## config.mk

```make
export PLATFORM = sky130hd
export DESIGN_NAME = sparse_row_readout
export DESIGN_NICKNAME = d
export VERILOG_FILES = /design/src/rtl/srr_pkg.sv /design/src/rtl/srr_pixel_slot.sv /design/src/rtl/srr_first_set.sv /design/src/rtl/sparse_row_readout.sv
export SDC_FILE = /design/constraint.sdc
export NUM_CORES = 1
export LEC_CHECK = 0
export BUFFER_PORTS_ARGS = -buffer_cell sky130_fd_sc_hd__buf_2
export CORE_MARGIN = 2
export CORE_UTILIZATION = 30
export CTS_CLUSTER_SIZE = 10
export DETAILED_ROUTE_END_ITERATION = 8
export PLACE_DENSITY_LB_ADDON = 0.05
export SYNTH_ARGS = -nofsm -noshare
export SYNTH_HDL_FRONTEND = slang
export SYNTH_SLANG_ARGS = --single-unit
```

## constraint.sdc

```tcl
create_clock -name clk -period 4.5 [get_ports clk]
set_input_delay 0.675 -clock clk [delete_from_list [all_inputs] [get_ports clk]]
set_output_delay 0.675 -clock clk [all_outputs]
set_load 0.05 [all_outputs]
```

## src/rtl/srr_pkg.sv

```systemverilog
package srr_pkg;
    localparam int unsigned DEF_COLS   = 32;
    localparam int unsigned DEF_TS_W   = 10;
    localparam int unsigned DEF_HOLD_W = 8;
endpackage

```

## src/rtl/srr_pixel_slot.sv

```systemverilog
module srr_pixel_slot #(
    parameter int unsigned TS_W   = 10,
    parameter int unsigned HOLD_W = 8
) (
    input  logic              clk,
    input  logic              rst_n,
    input  logic              hit_i,
    input  logic [TS_W-1:0]   ts_i,
    input  logic              off_i,
    input  logic              clear_i,
    input  logic              block_i,
    input  logic [HOLD_W-1:0] holdoff_i,
    output logic              fired_o,
    output logic [TS_W-1:0]   ts_o
);
    typedef struct packed {
        logic              fired;
        logic [TS_W-1:0]   ts;
        logic [HOLD_W-1:0] hold;
    } slot_t;

    slot_t s_d, s_q;
    logic  armed;

    always_comb begin
        s_d   = s_q;
        armed = !off_i && (s_q.hold == '0) && !s_q.fired && !block_i;
        if (s_q.hold != '0) begin
            s_d.hold = s_q.hold - HOLD_W'(1);
        end
        if (off_i) begin
            s_d.fired = 1'b0;
        end else if (clear_i) begin
            // reported: drop the event and start the quench wait
            s_d.fired = 1'b0;
            s_d.hold  = holdoff_i;
        end else if (armed && hit_i) begin
            s_d.fired = 1'b1;
            s_d.ts    = ts_i;
        end
    end

    always_ff @(posedge clk or negedge rst_n) begin
        if (!rst_n) begin
            s_q <= '0;
        end else begin
            s_q <= s_d;
        end
    end

    assign fired_o = s_q.fired;
    assign ts_o    = s_q.ts;
endmodule

```

## src/rtl/srr_first_set.sv

```systemverilog
module srr_first_set #(
    parameter int unsigned N  = 32,
    parameter int unsigned IW = 5
) (
    input  logic [N-1:0]  vec_i,
    output logic          found_o,
    output logic [IW-1:0] idx_o
);
    always_comb begin
        idx_o = '0;
        for (int i = N - 1; i >= 0; i--) begin
            if (vec_i[i]) begin
                idx_o = IW'(i);
            end
        end
        found_o = |vec_i;
    end
endmodule

```

## src/rtl/sparse_row_readout.sv

```systemverilog
module sparse_row_readout #(
    parameter int unsigned COLS   = srr_pkg::DEF_COLS,
    parameter int unsigned TS_W   = srr_pkg::DEF_TS_W,
    parameter int unsigned HOLD_W = srr_pkg::DEF_HOLD_W,
    localparam int unsigned COL_W = $clog2(COLS),
    localparam int unsigned PKT_W = COL_W + TS_W
) (
    input  logic                 clk,
    input  logic                 rst_n,
    input  logic                 row_query,
    input  logic [COLS-1:0]      pix_hit,
    input  logic [COLS*TS_W-1:0] pix_ts,
    input  logic [COLS-1:0]      cfg_disable,
    input  logic [COLS-1:0]      cfg_mask,
    input  logic [HOLD_W-1:0]    cfg_holdoff,
    output logic                 map_valid,
    input  logic                 map_ready,
    output logic [COLS-1:0]      map_data,
    output logic                 pkt_valid,
    input  logic                 pkt_ready,
    output logic [PKT_W-1:0]     pkt_data
);
    typedef struct packed {
        logic            map_vld;
        logic [COLS-1:0] map_word;
        logic [COLS-1:0] pend;
    } row_t;

    row_t r_d, r_q;

    logic [COLS-1:0]            fired;
    logic [COLS-1:0][TS_W-1:0]  ts_arr;
    logic [COLS-1:0]            report;
    logic [COLS-1:0]            clear;
    logic                       accept;
    logic                       any_pend;
    logic [COL_W-1:0]           sel;

    generate
        for (genvar c = 0; c < COLS; c++) begin : g_col
            srr_pixel_slot #(.TS_W(TS_W), .HOLD_W(HOLD_W)) u_slot (
                .clk       (clk),
                .rst_n     (rst_n),
                .hit_i     (pix_hit[c]),
                .ts_i      (pix_ts[c*TS_W +: TS_W]),
                .off_i     (cfg_disable[c]),
                .clear_i   (clear[c]),
                .block_i   (r_q.pend[c]),
                .holdoff_i (cfg_holdoff),
                .fired_o   (fired[c]),
                .ts_o      (ts_arr[c])
            );
        end
    endgenerate

    srr_first_set #(.N(COLS), .IW(COL_W)) u_pick (
        .vec_i   (r_q.pend),
        .found_o (any_pend),
        .idx_o   (sel)
    );

    always_comb begin
        r_d    = r_q;
        accept = row_query && !r_q.map_vld && !any_pend;
        report = fired & ~cfg_disable;
        clear  = accept ? report : '0;
        if (accept) begin
            r_d.map_vld  = 1'b1;
            r_d.map_word = report;
            r_d.pend     = report & ~cfg_mask;
        end else begin
            if (r_q.map_vld && map_ready) begin
                r_d.map_vld = 1'b0;
            end
            if (any_pend && !r_q.map_vld && pkt_ready) begin
                r_d.pend[sel] = 1'b0;
            end
        end
    end

    always_ff @(posedge clk or negedge rst_n) begin
        if (!rst_n) begin
            r_q <= '0;
        end else begin
            r_q <= r_d;
        end
    end

    assign map_valid = r_q.map_vld;
    assign map_data  = r_q.map_word;
    assign pkt_valid = any_pend && !r_q.map_vld;
    assign pkt_data  = {sel, ts_arr[sel]};
endmodule

```

Yosys cells after proc, flatten, opt, wreduce, memory -nomap -nowiden
Index checks and enable logic that the tools add are counted.
{ "totals": {"output_inout_bits": 49, "register_bits": 673, "in_bits": 429} }
{ "op_classes": {"magnitude_cmp": 2, "n_bitwise": 70, "muxes": 233, "addsub": 32, "reduce_logical": 363} }
{ "ops": {"columns": ["cell", "count"], "rows": [
  ["8-bit two-way mux", 96],
  ["11-bit two-way mux", 32],
  ["8-bit zero test", 32],
  ["8-bit nonzero test", 32],
  ["8-bit by 1-bit subtractor with 8-bit output, second input constant", 32],
  ["5-bit two-way mux", 32],
  ["1-bit logical AND", 134],
  ["1-bit zero test", 98],
  ["32-bit bitwise AND", 3],
  ["32-bit two-way mux", 3],
  ["32-bit NOT", 3],
  ["3-bit AND reduction", 32],
  ["3-bit nonzero test", 32],
  ["1-bit two-way mux", 67],
  ["1-bit NOT", 64],
  ["10-bit binary-select mux with 5-bit select", 1],
  ["32-bit OR reduction", 1],
  ["10-bit two-way mux", 1],
  ["5-bit by 6-bit less-than comparator with 1-bit output, second input constant", 1],
  ["1-bit demux with 5-bit select", 1],
  ["5-bit by 1-bit greater-or-equal comparator with 1-bit output, second input constant", 1],
  ["2-bit nonzero test", 2]
]} }

Longest topological paths before layout
{ "depth": {"ltp_word": 40, "mapped_depth": 14} }

By module
A second synthesis with hierarchy kept.
{ "hier_totals": {"cells_unflattened": 3753, "area_unflattened_um2": 38261.7} }
{ "by_module_without_submodules": {"columns": ["module", "cells_each", "instances", "area_each_um2", "seq_area_each_um2"], "rows": [
  ["srr_pixel_slot", 95, 32, 1006.0, 475.5],
  ["sparse_row_readout", 648, 1, 5685.5, 1626.6],
  ["srr_first_set", 65, 1, 385.4, 0.0]
]} }

Least setup slack after synthesis
No wires, ideal clock.
{ "synth_path": {"path_kind": "reg2out", "from": "register r_q[7] (netlist bit)", "to": "output port pkt_data[4]", "setup_slack_ns": 0.383, "required_ns": 3.825, "stages_incl_launch_ff": 12, "arrival_time_ns": 3.442, "path_cell_list": "dfrtp_1 -> nor2b_1 -> nor4_2 -> and3_1 -> clkbuf_1 -> a211o_1 -> buf_4 -> buf_2 -> mux2_2 -> a211o_1 -> a2111oi_0 -> nand4_1"} }
{ "synth_via": {"elab_chain_len": 10} }
{ "synth_rtl": {"columns": ["item", "line_no", "source"], "rows": [
  ["start, declared", "sparse_row_readout.sv:29", "row_t r_d, r_q;"],
  ["start signal, assigned", "sparse_row_readout.sv:85", "r_q <= r_d;"],
  ["5-bit two-way mux (8 in series)", "srr_first_set.sv:12", "if (vec_i[i]) begin"],
  ["10-bit binary-select mux with 5-bit select", "sparse_row_readout.sv:92", "assign pkt_data = {sel, ts_arr[sel]};"],
  ["10-bit two-way mux (not written as such)", "sparse_row_readout.sv:92", null],
  ["end, declared", "sparse_row_readout.sv:21", "output logic [PKT_W-1:0] pkt_data"]
]} }
Every way passes these cells. The select of a mux whose other input is x is not followed.

Worst setup path after layout
{ "layout_path": {"from": "register r_q[2] (netlist bit)", "to": "output port pkt_data[9]"} }
{ "layout_via": {"elab_chain_len": 5} }
{ "layout_rtl": {"columns": ["item", "line_no"], "rows": [
  ["5-bit two-way mux (3 in series)", "srr_first_set.sv:12"],
  ["10-bit binary-select mux with 5-bit select", "sparse_row_readout.sv:92"],
  ["10-bit two-way mux (not written as such)", "sparse_row_readout.sv:92"]
]} }
Every way passes these cells. The select of a mux whose other input is x is not followed.

==> run_results.csv <==
group,metric,value,unit
status,status,"finished with violations",
status,violations,"hold timing, setup timing",
synthesis,syn_avg_cell_area,10.7,µm²
clock_tree,ctsRootBufferMaster,"clkbuf_16",
global_routing,grt_pass1_vias,29300,
critical_path,slowest_stage,"or4_4",
sta,worstMarginPinSlew,1160,ps
synthesis,synth_nets,3690,
clock_tree,cts_made_buffers,87,
routing,via_count,28300,
sta,slew_headroom,22.7,%
power,finalPower,13600,µW
power,p_leak,0.0191,µW
sta,fin_crit,4720,ps
critical_path,worstPathCellList,"or4_4 > or3_4 > a311oi_4 > buf_6 > nor4_4 > buf_4 > buf_4 > a222oi_1 > o221ai_1 > or3b_4 > buf_12",
finish,n_fill_cell,11100,
routing,wirelength,149000,µm
synthesis,syn_area,0.0342,mm²
critical_path,startpoint_type,"register",
clock_tree,path_clk_slew,60,ps
floorplanning,coreArea,0.113,mm²
routing,drtIter0Drc,2163,
floorplanning,pin_count,478,
routing,antenna_left,0,
sta,worst_slack,-215,ps
synthesis,synth_warnings,0,
floorplanning,fp-row-count,123,
finish,regArea,0.0168,mm²
global_routing,overflow,0,
synthesis,synth_edf_count,0,
global_routing,grt_pass1_wl,211000,µm
global_routing,grt_start_max_net_pins,107,
sta,whs,-10.6,ps
critical_path,cp.arrival,4040,ps
critical_path,critPathKind,"reg -> out",
finish,instances_no_fill,5336,
routing,wl_per_cell,28.0,µm
power,p_per_area,317,mW/mm²
synthesis,synth.area.top_cells,"dfrtp_1 49%, mux2_2 13%, o31ai_1 5.0%, nand2_1 4.3%, xnor2_1 3.7%",
finish,final_nets,4259,
placement,gp_congestion,0.887,
placement,portBuffers,477,
critical_path,cp.required,3830,ps
finish,layout-drive-gt1-share,33.4,%
clock_tree,worst_skew_pair.late_latency,680,ps
routing,drt_pass1_iterations,8,
clock_tree,cts.sinks,673,
synthesis,yosysSeqAreaShare,49.2,%
synthesis,synth_top_area_cell,"dfrtp_1",
clock_tree,clockBufferDepth,3,
placement,dpl.hpwl,111000,µm
floorplanning,die_w,342,µm
sta,setup_viol,10,
sta,fmax,212,MHz
critical_path,r2r_cells,11,
critical_path,crit_path_end_kind,"primary output",
placement,dp_cells,5118,
global_routing,grt_usage,25.2,%
sta,hold_viol_final,2,
clock_tree,htreeDepth,3,
critical_path,cp_common_cell,"buf_4",
routing,post-route-drc-count,0,
job,maxCapViolCount,0,
synthesis,netlist.area_leader.share,49.2,%
power,peakVddDrop,263,µV
global_routing,antenna_found_initial,20,
finish,final_common_cell,"dfrtp_1",
sta,finalCritPeriodShare,105,%
synthesis,ys_types,68,
floorplanning,die-area,0.117,mm²
sta,slew_violations,0,
synthesis,synth_ff_type,"dfrtp_1",
floorplanning,initial_core_util,30.3,%
sta,rsz0062_at_grt,"true",
routing,via_per_inst,5.30,
finish,area_delta_synth_final,25.6,%
sta,finalClockSkew,27.2,ps
finish,multiInputGateArea,0.0168,mm²
finish,final_cell_mix,"666 x dfrtp_1, 466 x buf_2, 386 x nand2_1, 381 x mux2_2, 224 x o31ai_1",
clock_tree,cts_tree,"done",
critical_path,crit_path_max_incr_delay,540,ps
synthesis,synth_seq_cells,673,
synthesis,netlist_instances,3197,
floorplanning,die_y,342,µm
synthesis,async_reset_ff_share,100,%
worst_hold_path,hold_class,"in -> async",
critical_path,crit_fanout,5,
worst max-delay path: cells and delay by family (launching register included):
kind	cells	cell delay [ps]
compound gates	3	930
simple gates	4	1400
buf+inv	4	670
flops	1	370
routing by layer:
metal,GRT usage (%),wire length (µm),up-vias
met2,40.7,70100,1018
met5,0,50,-
met4,10.7,6490,8
met1,33.1,63900,14400
met3,4.41,8680,235
li1,-,-,12600
what timing repair did:
| action | in CTS | in global routing |
|---|---|---|
| setup buffers | 28 | 28 |
| endpoints found under the setup margin | 10 | 10 |
| hold buffers | 0 | 0 |
| pin swaps | 31 | 34 |
| gates cloned | 3 | 4 |
| gates resized for setup | 99 | 60 |
final cells by class:
type,count,area share (%)
clock inverters,16,0.579
inverters,96,0.867
diodes,8,0.0466
well taps,1500,4.37
clock buffers,135,5.93
repair inverters,1,0.0204
flip-flops and latches,673,39.2
multi-input cells,2233,39.0
repair buffers,674,10.0
per-stage QoR:
stage	utilization [%]	worst slack, ps	instance area [µm²]	TNS (ps)
detailed placement	34.6	149	39000	0
floorplan	-	383	34200	0
finish	38.1	-215	43000	-1340
global placement	34.6	174	39000	0
CTS	37.6	-248	42400	-1520
global route	38.1	-319	43000	-2220
registers in the layout, summed over array words and instances (netlist names):
register	flops
map_data	32
map_valid	1
g_col.u_slot.s_q	256
r_q	32
g_col.u_slot.fired_o	32
g_col.u_slot.ts_o	320
path summary, 6_finish.rpt:
check	start	to	slack [ps]
worst min-delay path	rst_n	map_data[20]$_DFFE_PN0P_	-10
min in group clk	map_ready	map_valid$_DFFE_PN0P_	210
worst min register to register	map_data[23]$_DFFE_PN0P_	map_data[23]$_DFFE_PN0P_	470
worst max register to register	r_q[19]$_DFFE_PN0P_	r_q[4]$_DFFE_PN0P_	560
worst max-delay path	r_q[2]$_DFFE_PN0P_	pkt_data[9]	-220
max in group asynchronous	rst_n	g_col[1].u_slot.s_q[2]$_DFF_PN0_	3200
cell families (layout without fill, tap and decap cells):
group           count (synthesis)  count (layout)  share of synthesized area, %
mux                           449             449                          14.5
simple gates                  921             921                          12.8
flops                         673             673                          49.2
xor+xnor                      224             224                          5.73
buf+inv                       293             922                          3.41
other cells                     0               8                             0
fa+ha+maj                      64              64                          2.34
compound gates                573             575                          11.9
cell usage after synthesis, types with 65 or more instances:
master and n:
mux2_2 382, o31ai_1 226, inv_1 94, dfrtp_1 673
nor4_1 71, o21ai_0 136, nor2_1 159, xor2_1 78
mux2i_1 65, clkbuf_1 167, nand2_1 390, xnor2_1 146
report_power, final:
group	internal, µW	switching (µW)	leakage (µW)
Clock	4110	2820	0.00135
Combinational	178	449	0.00900
Sequential	6060	3.10	0.00878
Power figures use the tool's default switching activity.
